### config.mk
export PLATFORM = sky130hd
export DESIGN_NAME = lcd_scan_timer
export DESIGN_NICKNAME = d
export VERILOG_FILES = /design/src/rtl/lcd_scan_pkg.sv /design/src/rtl/lcd_row_sequencer.sv /design/src/rtl/lcd_latch_builder.sv /design/src/rtl/lcd_scan_timer.sv
export SDC_FILE = /design/constraint.sdc
export NUM_CORES = 1
export LEC_CHECK = 0
export BUFFER_PORTS_ARGS = -buffer_cell sky130_fd_sc_hd__buf_2
export CELL_PAD_IN_SITES_DETAIL_PLACEMENT = 2
export CELL_PAD_IN_SITES_GLOBAL_PLACEMENT = 2
export CORE_MARGIN = 8
export CORE_UTILIZATION = 32
export DETAILED_ROUTE_END_ITERATION = 16
export PLACE_DENSITY_LB_ADDON = 0.1
export SYNTH_ARGS = -nofsm -noshare
export SYNTH_HDL_FRONTEND = slang
export SYNTH_HIERARCHICAL = 1
export SYNTH_SLANG_ARGS = --single-unit
### constraint.sdc
create_clock -name clk -period 2.3 [get_ports clk]
set_input_delay 0.46 -clock clk [delete_from_list [all_inputs] [get_ports clk]]
set_output_delay 0.46 -clock clk [all_outputs]
set_load 0.01 [all_outputs]
### src/rtl/lcd_scan_pkg.sv
package lcd_scan_pkg;

  typedef enum logic [1:0] {
    DUTY_SHORT = 2'd0,
    DUTY_MID   = 2'd1,
    DUTY_FULL  = 2'd2,
    DUTY_FULLB = 2'd3
  } duty_e;

  // Rows scanned per frame for a duty code.
  function automatic int unsigned duty_rows(input logic [1:0] sel, input int unsigned n_com);
    case (duty_e'(sel))
      DUTY_SHORT: return (n_com - 1) / 2;
      DUTY_MID:   return n_com - 1;
      default:    return n_com;
    endcase
  endfunction

  // Mirrored position within a field of n entries.
  function automatic int unsigned mirror_idx(input int unsigned idx, input int unsigned n);
    return n - 1 - idx;
  endfunction

endpackage

### src/rtl/lcd_row_sequencer.sv
module lcd_row_sequencer
  import lcd_scan_pkg::*;
#(
  parameter int unsigned NUM_COM = 33,
  parameter int unsigned ROW_W   = $clog2(NUM_COM)
) (
  input  logic             clk,
  input  logic             rst_n,
  input  logic [1:0]       duty_sel,
  input  logic             disp_on,
  input  logic             icon_mode,
  output logic [ROW_W-1:0] scan_row,
  output logic             frame_pol,
  output logic             line_strobe,
  output logic             frame_end
);

  localparam logic [ROW_W-1:0] ICON_ROW = ROW_W'(NUM_COM - 1);

  logic [ROW_W-1:0] row_q;
  logic [ROW_W-1:0] last_row;
  logic             at_last;

  assign last_row  = ROW_W'(duty_rows(duty_sel, NUM_COM) - 1);
  assign at_last   = (row_q >= last_row);
  assign scan_row  = icon_mode ? ICON_ROW : row_q;
  assign frame_end = disp_on && (icon_mode || at_last);

  always_ff @(posedge clk or negedge rst_n) begin
    if (!rst_n) begin
      row_q       <= '0;
      frame_pol   <= 1'b0;
      line_strobe <= 1'b0;
    end else begin
      line_strobe <= disp_on;
      if (disp_on) begin
        if (icon_mode)    row_q <= ICON_ROW;
        else if (at_last) row_q <= '0;
        else              row_q <= row_q + 1'b1;
      end
      if (frame_end) frame_pol <= ~frame_pol;
    end
  end

  p_row_bound_r2: assert property (@(posedge clk) disable iff (!rst_n)
    row_q <= ICON_ROW);

  p_pol_flip_r6: assert property (@(posedge clk) disable iff (!rst_n)
    frame_end |=> (frame_pol != $past(frame_pol)));

  p_pol_hold_r6: assert property (@(posedge clk) disable iff (!rst_n)
    !frame_end |=> $stable(frame_pol));

  p_row_freeze_r8: assert property (@(posedge clk) disable iff (!rst_n)
    !disp_on |=> $stable(row_q));

  p_wrap_zero_r10: assert property (@(posedge clk) disable iff (!rst_n)
    (disp_on && !icon_mode && at_last) |=> (row_q == '0));

endmodule

### src/rtl/lcd_latch_builder.sv
module lcd_latch_builder
  import lcd_scan_pkg::*;
#(
  parameter int unsigned NUM_COM = 33,
  parameter int unsigned NUM_SEG = 120,
  parameter int unsigned ROW_W   = $clog2(NUM_COM)
) (
  input  logic                       clk,
  input  logic                       rst_n,
  input  logic                       disp_on,
  input  logic                       com_flip,
  input  logic                       seg_flip,
  input  logic [ROW_W-1:0]           scan_row,
  input  logic [NUM_SEG-1:0]         mem_rd_data,
  output logic [NUM_COM+NUM_SEG-1:0] latch_word
);

  logic [NUM_COM-1:0] com_vec;
  logic [NUM_SEG-1:0] seg_vec;

  for (genvar k = 0; k < NUM_COM; k++) begin : g_com
    assign com_vec[k] = com_flip ? (scan_row == ROW_W'(mirror_idx(k, NUM_COM)))
                                 : (scan_row == ROW_W'(k));
  end

  for (genvar c = 0; c < NUM_SEG; c++) begin : g_seg
    assign seg_vec[c] = seg_flip ? mem_rd_data[NUM_SEG-1-c] : mem_rd_data[c];
  end

  always_ff @(posedge clk or negedge rst_n) begin
    if (!rst_n)       latch_word <= '0;
    else if (disp_on) latch_word <= {seg_vec, com_vec};
    else              latch_word <= '0;
  end

  p_com_single_r3: assert property (@(posedge clk) disable iff (!rst_n)
    $onehot0(latch_word[NUM_COM-1:0]));

  p_com_live_r3: assert property (@(posedge clk) disable iff (!rst_n)
    disp_on |=> ($countones(latch_word[NUM_COM-1:0]) == 1));

endmodule

### src/rtl/lcd_scan_timer.sv
module lcd_scan_timer
  import lcd_scan_pkg::*;
#(
  parameter int unsigned NUM_COM = 33,
  parameter int unsigned NUM_SEG = 120,
  parameter int unsigned ROW_W   = $clog2(NUM_COM)
) (
  input  logic                       clk,
  input  logic                       rst_n,
  input  logic [1:0]                 duty_sel,
  input  logic                       com_flip,
  input  logic                       seg_flip,
  input  logic                       disp_on,
  input  logic                       icon_mode,
  output logic [ROW_W-1:0]           mem_rd_row,
  input  logic [NUM_SEG-1:0]         mem_rd_data,
  output logic [NUM_COM+NUM_SEG-1:0] latch_word,
  output logic                       frame_pol,
  output logic                       line_strobe
);

  logic [ROW_W-1:0] scan_row;
  logic             frame_end;

  lcd_row_sequencer #(.NUM_COM(NUM_COM), .ROW_W(ROW_W)) i_seq (
    .clk         (clk),
    .rst_n       (rst_n),
    .duty_sel    (duty_sel),
    .disp_on     (disp_on),
    .icon_mode   (icon_mode),
    .scan_row    (scan_row),
    .frame_pol   (frame_pol),
    .line_strobe (line_strobe),
    .frame_end   (frame_end)
  );

  assign mem_rd_row = scan_row;

  lcd_latch_builder #(.NUM_COM(NUM_COM), .NUM_SEG(NUM_SEG), .ROW_W(ROW_W)) i_latch (
    .clk         (clk),
    .rst_n       (rst_n),
    .disp_on     (disp_on),
    .com_flip    (com_flip),
    .seg_flip    (seg_flip),
    .scan_row    (scan_row),
    .mem_rd_data (mem_rd_data),
    .latch_word  (latch_word)
  );

  p_blank_off_r8: assert property (@(posedge clk) disable iff (!rst_n)
    !line_strobe |-> (latch_word == '0));

  p_icon_line_r7: assert property (@(posedge clk) disable iff (!rst_n)
    (disp_on && icon_mode && !com_flip) |=> latch_word[NUM_COM-1]);

  p_icon_frame_r7: assert property (@(posedge clk) disable iff (!rst_n)
    (disp_on && icon_mode) |-> frame_end);

endmodule

== Yosys cells after proc, flatten, opt, wreduce, memory -nomap -nowiden ==
Cells that the tools add are included.
Cells by class
  add/sub/neg operators: 2
  order comparisons: 1
  equality and inequality tests: 33
  muxes and demuxes: 157
  bitwise operators: 1
  reduce and logical (&&, ||, !) cells: 4
Operators with widths (count)
  2-to-1 mux 153 bit: 1
  2-to-1 mux 1 bit: 152
  == test 6 x 5 -> 1 bit, second input constant: 16
  == test 6 x 4 -> 1 bit, second input constant: 8
  == test 6 x 3 -> 1 bit, second input constant: 4
  2-to-1 mux 6 bit: 3
  == test 6 x 2 -> 1 bit, second input constant: 2
  case mux 6 bit (2 select lines): 1
  adder 6 x 1 -> 6 bit, second input constant: 1
  == test 6 x 1 -> 1 bit, second input constant: 1
  == test 6 bit, second input constant: 1
  >= comparator 6 bit: 1
  logical NOT 6 bit: 1
  subtractor 6 x 1 -> 6 bit, second input constant: 1
  == test 2 x 1 -> 1 bit, second input constant: 1
  logical NOT 2 bit: 1
  logical AND 1 bit: 1
  logical OR 1 bit: 1
  NOT 1 bit: 1
Word-level totals
  register bits: 161
  bits of input ports: 128
  output and inout port bits: 161
  logic and storage cells: 202

== Logic depth before layout (Yosys ltp) ==
Gate-level depths: netlist of run 1.
  word-level depth: 6
  gate-level depth with buffers: 7
  mapped depth without buffers: 7

== Cells and area by module ==
Netlist of run 1, hierarchy kept.
Modules (own cells, without submodules)
  lcd_latch_builder: instances 1, cells an instance 494, area each 6432.4 um2, seq. area each 3828.7 um2
  lcd_row_sequencer: instances 1, cells an instance 64, area each 574.3 um2, seq. area each 200.2 um2

== Worst setup path after synthesis of run 1 ==
Ideal clock, no wire load.
  path kind: in2reg
  start point: input port icon_mode
  end point: register i_latch.latch_word[15]
  setup time: 0.084 ns
  data arrival time: 1.646 ns
  data required time: 2.216 ns
  setup slack: 0.570 ns
  stages on the path: 4
  path buffers: 1
  cell sequence: nor2b_1 or4b_1 clkbuf_1 o22ai_1
On the way
  cells in the longest elaborated chain, start to end: 4
  elaborated cells between the ends (all ways): 5
  classes of those cells: 2 x eq/ne; 3 x mux
Ends and longest elaborated chain
  start: declaration: RTL line lcd_scan_timer.sv:14  | input logic icon_mode,
  2-to-1 mux 6 bit (*): RTL line lcd_row_sequencer.sv:26  | assign scan_row = icon_mode ? ICON_ROW : row_q;
  == test 6 x 4 -> 1 bit or == test 6 x 5 -> 1 bit (tied branches): RTL line lcd_latch_builder.sv:23, lcd_latch_builder.sv:22
  2-to-1 mux 1 bit (*): RTL line lcd_latch_builder.sv:22  | assign com_vec[k] = com_flip ? (scan_row == ROW_W'(mirror_idx(k, NUM_COM)))
  2-to-1 mux 153 bit (*): RTL line lcd_latch_builder.sv:32  | else if (disp_on) latch_word <= {seg_vec, com_vec};
  end signal: assignment: RTL line lcd_latch_builder.sv:32
  end: declaration: RTL line lcd_latch_builder.sv:15  | output logic [NUM_COM+NUM_SEG-1:0] latch_word
Mark *: on every way between the ends. The rest lies on a longest branch, timed or not.
A chain may end at the register's enable or synchronous reset.

== Worst setup path in the final report of run 1 ==
  start point: register i_seq.row_q[0]
  end point: output port mem_rd_row[0]
On the way
  cells in the longest elaborated chain, start to end: 1
Ends and longest elaborated chain
  start: declaration: RTL line lcd_row_sequencer.sv:20  | logic [ROW_W-1:0] row_q;
  start signal: assignment: RTL line lcd_row_sequencer.sv:39  | else row_q <= row_q + 1'b1;
  2-to-1 mux 6 bit: RTL line lcd_row_sequencer.sv:26
  end: declaration: RTL line lcd_scan_timer.sv:15  | output logic [ROW_W-1:0] mem_rd_row,
No other way between the ends.

==> results by group, run 1 <==
STA
  • Number of hold-slack violations in the final timing report: 0
  • Worst setup slack after layout: 0.183 ns
  • Final clock period utilization by the worst path: 0.921
  • Final critical path time including I/O delays and setup: 2.12 ns
  • Number of endpoints failing setup at the final stage: 0
  • Max-slew headroom: 0.606
  • Setup TNS: 0 ns
  • Setup repair after global routing missed its margin: false
  • Max Clock Freq: 0.472 GHz
  • Worst clock skew: 0.0126 ns
  • Final max-slew violation count: 0
  • Tightest Pin Transition: 0.591 ns

Cells and area
  • Post-Route Utilization: 0.434
  • Most common library cell in the layout ignoring fill and taps: sky130_fd_sc_hd__buf_2
  • Area overhead of the layout relative to synthesis: 34.0%
  • Fraction of layout cells with a size suffix above 1: 0.396
  • Commonest cells after routing, fill and taps aside: sky130_fd_sc_hd__buf_2, sky130_fd_sc_hd__dfrtp_1, sky130_fd_sc_hd__nor2b_1
  • Total of fill cells in the finished design: 2291
  • Net count of the finished layout: 972
  • Non-filler instance count after layout: 1132

Job
  • Number of maximum-capacitance violations: 0

GRT
  • GRT Total Usage: 0.176
  • Global-route wire length before repair: 36.3 mm
  • Global-route congestion overflow total: 0
  • Number of antenna violations at the first check in global routing: 4
  • Maximum number of pins on one net before global-route repair: 70
  • Number of global-route vias before repair: 6208

Die
  • Cell row count: 54
  • Placeable Area: 21600 um2
  • Overall die width: 164 um
  • I/O pin count: 289
  • Die outline area: 26900 um2
  • Starting density of the core: 0.324
  • Die height: 164 um

Power and ir drop
  • Leakage: 4.98 nW
  • PnR Total Power: 0.00679 W
  • Power per unit of standard cell area: 724 nW/um2
  • Worst voltage drop across the vdd grid: 0.443 mV

Setup path
  • Startpoint-to-endpoint class of the critical path: flop to primary output
  • Startpoint type of the worst setup path: flop
  • Reg2reg path depth: 4
  • Endpoint of the lowest-slack register-to-register path: i_latch/latch_word[19]$_DFF_PN0_
  • Worst path arrival time: 1.66 ns
  • Largest fanout of any net on the critical path: 8
  • Data required time of the critical path: 1.84 ns
  • Worst setup slack for register-to-register paths: 0.41 ns
  • Nature of the critical path endpoint: primary output
  • Crit Reg-Reg Startpoint: i_seq/row_q[0]$_DFFE_PN0P_

Clock tree
  • Clock tree from TritonCTS: done
  • Root buffer cell: sky130_fd_sc_hd__clkbuf_16
  • # clock sinks: 161
  • Longest Clk Path Bufs: 2
  • Clk_lat worst skew: 0.42 ns
  • Clock buffer count from CTS: 17
  • CTS H-Tree Depth: 4
  • CTS clock-pin slew for the worst setup and hold paths: 0.08 ns
  • Post-CTS Setup Repair Bufs: 0

Placed design
  • Detailed placement HPWL: 18.3 mm
  • Placed cell count: 1097
  • GPL Wtd Cong: 0.801
  • Placement-stage worst setup slack: 0.276 ns
  • PortBufs: 288

Drt
  • Post-DRT Antenna Nets: 0
  • Total number of vias: 5486
  • Detailed-route DRC error count: 0
  • Vias per inst: 4.85
  • Routed WL: 23.8 mm
  • Average wire per standard cell: 21.0 um
  • Count of TritonRoute iterations in the first routing pass: 4
  • Violation count after the first detailed-routing iteration: 223

Logic synthesis
  • Number of warning messages in the yosys log: 6
  • Cell area after synthesis: 7000 um2
  • Post-synthesis cell count: 557
  • Mapped Nets: 692
  • Avg Cell Area, Syn: 12.6 um2

Worst hold path
  • Cells on Worst Hold Path: 1
  • Worst min-delay path class: input port to flop
  • Endpoint of the worst hold-timing path: i_seq/line_strobe$_DFF_PN0_
  • Startpoint of the tightest hold check path: disp_on

Status
  • Status: completed
per-layer routing:
metal,track usage,vias up,wire length [um]
li1,-,2494,-
met1,0.197,2751,9300
met2,0.299,204,11700
met3,0.0657,33,2050
met4,0.0702,4,639
met5,0,-,26
stage by stage:
step | cell area (um2) | hold slack (ns)
2_1_floorplan | 7000 | 0.164
3_3_place_gp | 8790 | 0.408
3_5_place_dp | 8790 | 0.411
4_1_cts | 9380 | 0.284
5_1_grt | 9390 | 0.295
6_report | 9390 | 0.313
worst max-delay path by stage:
stage / depth (start not counted) / to / startpoint
global placement: 4 / i_latch/latch_word[15]$_DFF_PN0_ / icon_mode
finish: 4 / mem_rd_row[0] / i_seq/row_q[0]$_DFFE_PN0P_
detailed placement: 4 / i_latch/latch_word[15]$_DFF_PN0_ / icon_mode
CTS: 4 / mem_rd_row[0] / i_seq/row_q[0]$_DFFE_PN0P_
global route: 4 / mem_rd_row[0] / i_seq/row_q[0]$_DFFE_PN0P_
floorplan: 4 / i_latch/latch_word[15]$_DFF_PN0_ / icon_mode
final cells by class:
class | count | area [um2] | area share
inverter | 6 | 22.5 | 0.00240
antenna | 2 | 5.00 | 0.000533
tap | 280 | 350 | 0.0373
clock buffer | 19 | 443 | 0.0472
sequential | 161 | 4030 | 0.429
multi-input combinational | 348 | 2760 | 0.294
timing repair buffer | 303 | 1630 | 0.174
clock inverter | 13 | 140 | 0.0149
critical path, cell delays in order (launching register included):
cell                      delay, ns
sky130_fd_sc_hd__dfrtp_1       0.45
sky130_fd_sc_hd__inv_1         0.13
sky130_fd_sc_hd__nor2_1        0.29
sky130_fd_sc_hd__buf_4         0.22
sky130_fd_sc_hd__buf_2         0.14
state kept, by name, indices dropped and copies added, names as in the netlist:
register	count
i_latch/latch_word	153
i_seq/frame_pol	1
i_seq/line_strobe	1
i_seq/row_q	6
repair_timing:
action,CTS,global route
hold buffers,1,0
hold endpoints to repair,38,0
gates resized for setup,0,0
where the power goes:
group	switching, W	leakage, nW	total (W)	internal [W]
Clock	0.00127	0.281	0.00283	0.00156
Combinational	0.000525	2.59	0.000929	0.000404
Sequential	0.0000566	2.11	0.00304	0.00298
Total	0.00185	4.98	0.00679	0.00495
(Power assumes the default switching activity.)
==> run 2: changes to the inputs <==
- GPL_TIMING_DRIVEN: not set -> 0
==> run 2 against run 1 <==
Net effect:
- the flow now finishes with violations (hold timing)
- register-to-register slack got worse by 0.12 ns
- largest power group unchanged
- die area did not move
- clock-buffer cell count did not move
- global-route usage rose by 0.56 points
- sequential share of layout area fell by 0.17 points
- worst hold slack got worse by 0.32 ns
- via count rose by 0.73%
- total power rose by 0.57%
- sequential power barely moved
- sequential cell count did not move
- first-iteration DRC count fell by 18%
- largest cell class unchanged
- clock skew fell by 0.0050 ns
==> results by group, run 2 (same netlist as run 1, synthesis figures left out) <==
Status
  • Status: finished, violations left
  • Violated checks: hold timing

Clock tree
  • Post-CTS Setup Repair Bufs: 0
  • # clock sinks: 161
  • Root buffer cell: sky130_fd_sc_hd__clkbuf_16
  • Clk_lat worst skew: 0.42 ns
  • Clock tree from TritonCTS: done
  • Hold_buf cts: 0
  • Cts repair resizes: 0
  • CTS clock-pin slew for the worst setup and hold paths: 0.07 ns
  • Longest Clk Path Bufs: 2
  • CTS H-Tree Depth: 4
  • Clock buffer count from CTS: 17

Drt
  • Total number of vias: 5526
  • Routed WL: 24.4 mm
  • Vias per inst: 4.77
  • Post-DRT Antenna Nets: 0
  • Count of TritonRoute iterations in the first routing pass: 4
  • Detailed-route DRC error count: 0
  • Violation count after the first detailed-routing iteration: 182
  • Average wire per standard cell: 21.1 um

Setup path
  • Data required time of the critical path: 1.84 ns
  • Largest fanout of any net on the critical path: 10
  • Startpoint type of the worst setup path: flop
  • Nature of the critical path endpoint: primary output
  • Startpoint-to-endpoint class of the critical path: flop to primary output
  • Worst path arrival time: 1.62 ns

Cells and area
  • Net count of the finished layout: 999
  • Most common library cell in the layout ignoring fill and taps: sky130_fd_sc_hd__buf_2
  • Area overhead of the layout relative to synthesis: 34.6%
  • Commonest cells after routing, fill and taps aside: sky130_fd_sc_hd__buf_2, sky130_fd_sc_hd__dfrtp_1, sky130_fd_sc_hd__nor2b_1
  • Total of fill cells in the finished design: 2307
  • Largest register FFs: 153
  • Non-filler instance count after layout: 1158
  • Area occupied by registers: 4030 um2
  • Fraction of layout cells with a size suffix above 1: 0.391
  • Reg with most FFs: i_latch/latch_word
  • Final Cell Area: 9420 um2
  • Top Registers: i_latch/latch_word x153, i_seq/row_q x6
  • Multi-input logic area: 2760 um2
  • Post-Route Utilization: 0.436

Power and ir drop
  • Worst voltage drop across the vdd grid: 0.480 mV
  • Power per unit of standard cell area: 725 nW/um2
  • Leakage: 5.01 nW

Placed design
  • GPL Wtd Cong: 0.774
  • PortBufs: 287
  • Placed standard-cell area: 8830 um2
  • Placed cell count: 1125
  • Detailed placement HPWL: 19.2 mm

GRT
  • Global-route congestion overflow total: 0
  • GRT Total Usage: 0.182
  • Number of antenna violations at the first check in global routing: 5
  • Maximum number of pins on one net before global-route repair: 88
  • Global-route wire length before repair: 37.1 mm
  • Number of global-route vias before repair: 6364

STA
  • Setup repair after global routing missed its margin: false
  • Max-slew headroom: 0.592
  • Number of endpoints failing setup at the final stage: 0
  • Setup TNS: 0 ns
  • Max Clock Freq: 0.482 GHz
  • Hold_ws: -0.00744 ns
  • Tightest Pin Transition: 0.613 ns
  • Final critical path time including I/O delays and setup: 2.08 ns
  • Final max-slew violation count: 0
  • Final clock period utilization by the worst path: 0.902
  • Number of hold-slack violations in the final timing report: 3
  • Worst clock skew: 0.00763 ns

Die
  • Die outline area: 26900 um2
  • Starting density of the core: 0.324
  • Placeable Area: 21600 um2
  • Cell row count: 54
  • Die height: 164 um
  • I/O pin count: 289
  • Overall die width: 164 um

Worst hold path
  • Worst min-delay path class: input port to async pin

Job
  • Number of maximum-capacitance violations: 0
-- run 2: changes by cell type in the layout (fill, tap and decap cells not counted), moves of 2 or more --
cell                       delta
sky130_fd_sc_hd__clkbuf_1    +22
sky130_fd_sc_hd__buf_2       +20
sky130_fd_sc_hd__buf_4       -10
sky130_fd_sc_hd__buf_12       -5
sky130_fd_sc_hd__clkinv_2     +2
sky130_fd_sc_hd__inv_8        -2
-- run 2: final timing paths --
path,end,startpoint,cells after the start,slack (ns)
min in group clk,i_seq/line_strobe$_DFF_PN0_,disp_on,1,0.22
worst min register to register,i_seq/frame_pol$_DFFE_PN0P_,i_seq/frame_pol$_DFFE_PN0P_,1,0.57
max in group asynchronous,i_latch/latch_word[3]$_DFF_PN0_,rst_n,2,1.47
worst max register to register,i_latch/latch_word[5]$_DFF_PN0_,i_seq/row_q[2]$_DFFE_PN0P_,4,0.29
worst min-delay path,i_latch/latch_word[135]$_DFF_PN0_,rst_n,1,-0.007
worst max-delay path,mem_rd_row[4],i_seq/row_q[4]$_DFFE_PN0P_,2,0.22
-- run 2: through the flow --
stage               worst slack, ns  total power (W)
global route                 0.0936          0.00715
global placement              -1.68          0.00400
finish                        0.225          0.00683
floorplan                     0.570          0.00354
CTS                           0.219          0.00697
detailed placement            0.199          0.00405
-- run 2: routing by layer --
layer	wire (um)	global-route usage
met1	9490	0.204
met2	12400	0.317
met3	2010	0.0617
met4	490	0.0620
met5	54	0
-- run 2: final cells by class --
type / count / share of cell area
flip-flops and latches: 161 / 0.428
multi-input cells: 348 / 0.293
repair buffers: 288 / 0.156
clock buffers: 19 / 0.0470
well taps: 280 / 0.0372
plain buffers: 42 / 0.0201
clock inverters: 13 / 0.0159
inverters: 6 / 0.00239
diodes: 1 / 0.000266
-- run 2: where the power goes --
part | switching (W) | total (W) | internal (W)
clock network | 0.00121 | 0.00286 | 0.00165
logic | 0.000535 | 0.000936 | 0.000401
registers | 0.0000572 | 0.00304 | 0.00298
-- run 2: critical path, stage by stage, from the launching register on --
cell	delay [ns]
sky130_fd_sc_hd__dfrtp_1	0.43
sky130_fd_sc_hd__nor2b_1	0.52
sky130_fd_sc_hd__buf_2	0.25
==> run 3: changes to the inputs <==
- GPL_ROUTABILITY_DRIVEN: not set -> 1
- SETUP_SLACK_MARGIN: not set -> 0.5
==> run 3 against run 2 <==
Net effect:
- the flow still finishes with violations (hold timing)
- clock skew rose by 0.0014 ns
- die area unchanged
- sequential cell count unchanged
- wire length grew 0.68%
- register-to-register slack improved by 0.26 ns
- fmax increased by 18%
- clock-buffer cell count unchanged
- final cell count up 0.43%
- highest routed layer unchanged
==> results by group, run 3 (same netlist as run 1, synthesis figures left out) <==
Drt
  • Count of TritonRoute iterations in the first routing pass: 4
  • Post-DRT Antenna Nets: 0
  • Violation count after the first detailed-routing iteration: 193
  • Average wire per standard cell: 21.2 um
  • Vias per inst: 4.78
  • Total number of vias: 5560
  • Routed WL: 24.6 mm
  • Detailed-route DRC error count: 0

GRT
  • Number of antenna violations at the first check in global routing: 5
  • Global-route track usage on met3: 0.0617
  • Global-route congestion overflow total: 0
  • Global-route wire length before repair: 37.2 mm
  • Number of global-route vias before repair: 6372
  • GRT Total Usage: 0.182
  • GR peak layer: met2
  • Met1 track utilization from global routing: 0.204
  • Met2 track demand over resource: 0.317
  • Maximum number of pins on one net before global-route repair: 88

Power and ir drop
  • Power per unit of standard cell area: 718 nW/um2
  • Worst voltage drop across the vdd grid: 0.478 mV
  • Leakage: 5.04 nW

Die
  • Placeable Area: 21600 um2
  • Starting density of the core: 0.324
  • I/O pin count: 289
  • Overall die width: 164 um
  • Die outline area: 26900 um2
  • Cell row count: 54
  • Die height: 164 um

Cells and area
  • Most common library cell in the layout ignoring fill and taps: sky130_fd_sc_hd__buf_2
  • Area occupied by registers: 4030 um2
  • Net count of the finished layout: 1004
  • Commonest cells after routing, fill and taps aside: sky130_fd_sc_hd__buf_2, sky130_fd_sc_hd__dfrtp_1, sky130_fd_sc_hd__mux2i_1
  • Top Registers: i_latch/latch_word x153, i_seq/row_q x6
  • Multi-input logic area: 2840 um2
  • Area overhead of the layout relative to synthesis: 36.3%
  • Fraction of layout cells with a size suffix above 1: 0.416
  • Non-filler instance count after layout: 1163
  • Final Cell Area: 9540 um2
  • Post-Route Utilization: 0.441
  • Total of fill cells in the finished design: 2287
  • Reg with most FFs: i_latch/latch_word
  • Largest register FFs: 153

STA
  • Number of endpoints failing setup at the final stage: 0
  • Max-slew headroom: 0.590
  • Final clock period utilization by the worst path: 0.762
  • Tightest Pin Transition: 0.615 ns
  • Hold_ws: -0.00399 ns
  • Setup repair after global routing missed its margin: true
  • Final critical path time including I/O delays and setup: 1.75 ns
  • Setup TNS: 0 ns
  • Worst setup slack after layout: 0.547 ns
  • Worst clock skew: 0.00905 ns
  • Number of hold-slack violations in the final timing report: 3
  • Max Clock Freq: 0.571 GHz
  • Final max-slew violation count: 0

Clock tree
  • Clock tree from TritonCTS: done
  • Hold_buf cts: 0
  • CTS clock-pin slew for the worst setup and hold paths: 0.07 ns
  • # clock sinks: 161
  • CTS H-Tree Depth: 4
  • Root buffer cell: sky130_fd_sc_hd__clkbuf_16
  • Clock buffer count from CTS: 17
  • Longest Clk Path Bufs: 2
  • Clk_lat worst skew: 0.42 ns

Placed design
  • PortBufs: 287
  • Placement-stage worst setup slack: 0.199 ns
  • GPL Wtd Cong: 0.774
  • Placed standard-cell area: 8830 um2
  • Placed cell count: 1125
  • Detailed placement HPWL: 19.2 mm

Setup path
  • Nature of the critical path endpoint: flop
  • Startpoint type of the worst setup path: flop
  • Largest fanout of any net on the critical path: 10
  • Startpoint-to-endpoint class of the critical path: flop to flop
  • Data required time of the critical path: 2.62 ns
  • Worst path arrival time: 2.07 ns

Status
  • Status: finished, violations left
  • Violated checks: hold timing

Job
  • Number of maximum-capacitance violations: 0

Worst hold path
  • Worst min-delay path class: input port to async pin
==> run 3: area by class of cell <==
| class | count | area share |
|---|---|---|
| diodes | 1 | 0.000262 |
| plain buffers | 42 | 0.0207 |
| clock buffers | 19 | 0.0464 |
| clock inverters | 13 | 0.0157 |
| inverters | 6 | 0.00236 |
| multi-input cells | 349 | 0.297 |
| flip-flops and latches | 161 | 0.423 |
| well taps | 280 | 0.0367 |
| repair buffers | 292 | 0.158 |
==> run 3: critical path: stages, from the launching register on <==
cell,delay (ns)
sky130_fd_sc_hd__dfrtp_2,0.44
sky130_fd_sc_hd__nor2b_4,0.23
sky130_fd_sc_hd__clkbuf_4,0.23
sky130_fd_sc_hd__or4bb_1,0.57
sky130_fd_sc_hd__o22ai_1,0.19
==> run 3: per-layer routing <==
layer	vias to the layer above	part of all wire
met5	-	0.0022
met3	32	0.080
met1	2771	0.39
met2	189	0.51
met4	8	0.020
li1	2560	-
==> run 3: through the flow <==
step                power, W  hold WS (ns)
detailed placement   0.00405         0.484
global route         0.00718        0.0162
floorplan            0.00354         0.164
global placement     0.00400         0.550
finish               0.00686      -0.00399
CTS                  0.00697        0.0108
==> run 3: final timing paths <==
kind,startpoint,endpoint,slack [ns],depth (start not counted)
min in group clk,disp_on,i_seq/line_strobe$_DFF_PN0_,0.22,1
max in group asynchronous,rst_n,i_latch/latch_word[3]$_DFF_PN0_,1.47,2
setup / recovery,i_seq/row_q[2]$_DFFE_PN0P_,i_latch/latch_word[5]$_DFF_PN0_,0.55,4
hold / removal,rst_n,i_latch/latch_word[135]$_DFF_PN0_,-0.004,1
hold reg to reg,i_seq/frame_pol$_DFFE_PN0P_,i_seq/frame_pol$_DFFE_PN0P_,0.57,1
setup reg to reg,i_seq/row_q[2]$_DFFE_PN0P_,i_latch/latch_word[5]$_DFF_PN0_,0.55,4
==> run 3: report_power, final <==
| group | switching (W) | leakage [nW] | internal (W) |
|---|---|---|---|
| clock network | 0.00121 | 0.291 | 0.00165 |
| logic | 0.000545 | 2.64 | 0.000413 |
| registers | 0.0000576 | 2.10 | 0.00298 |
| total | 0.00181 | 5.04 | 0.00505 |
==> run 3: timing repair <==
action / CTS / global route
resized for setup: 17 / 14
endpoints found under the setup margin: 36 / 28
pin swaps: 1 / 4
gates cloned: 0 / 1
setup buffers: 0 / 4
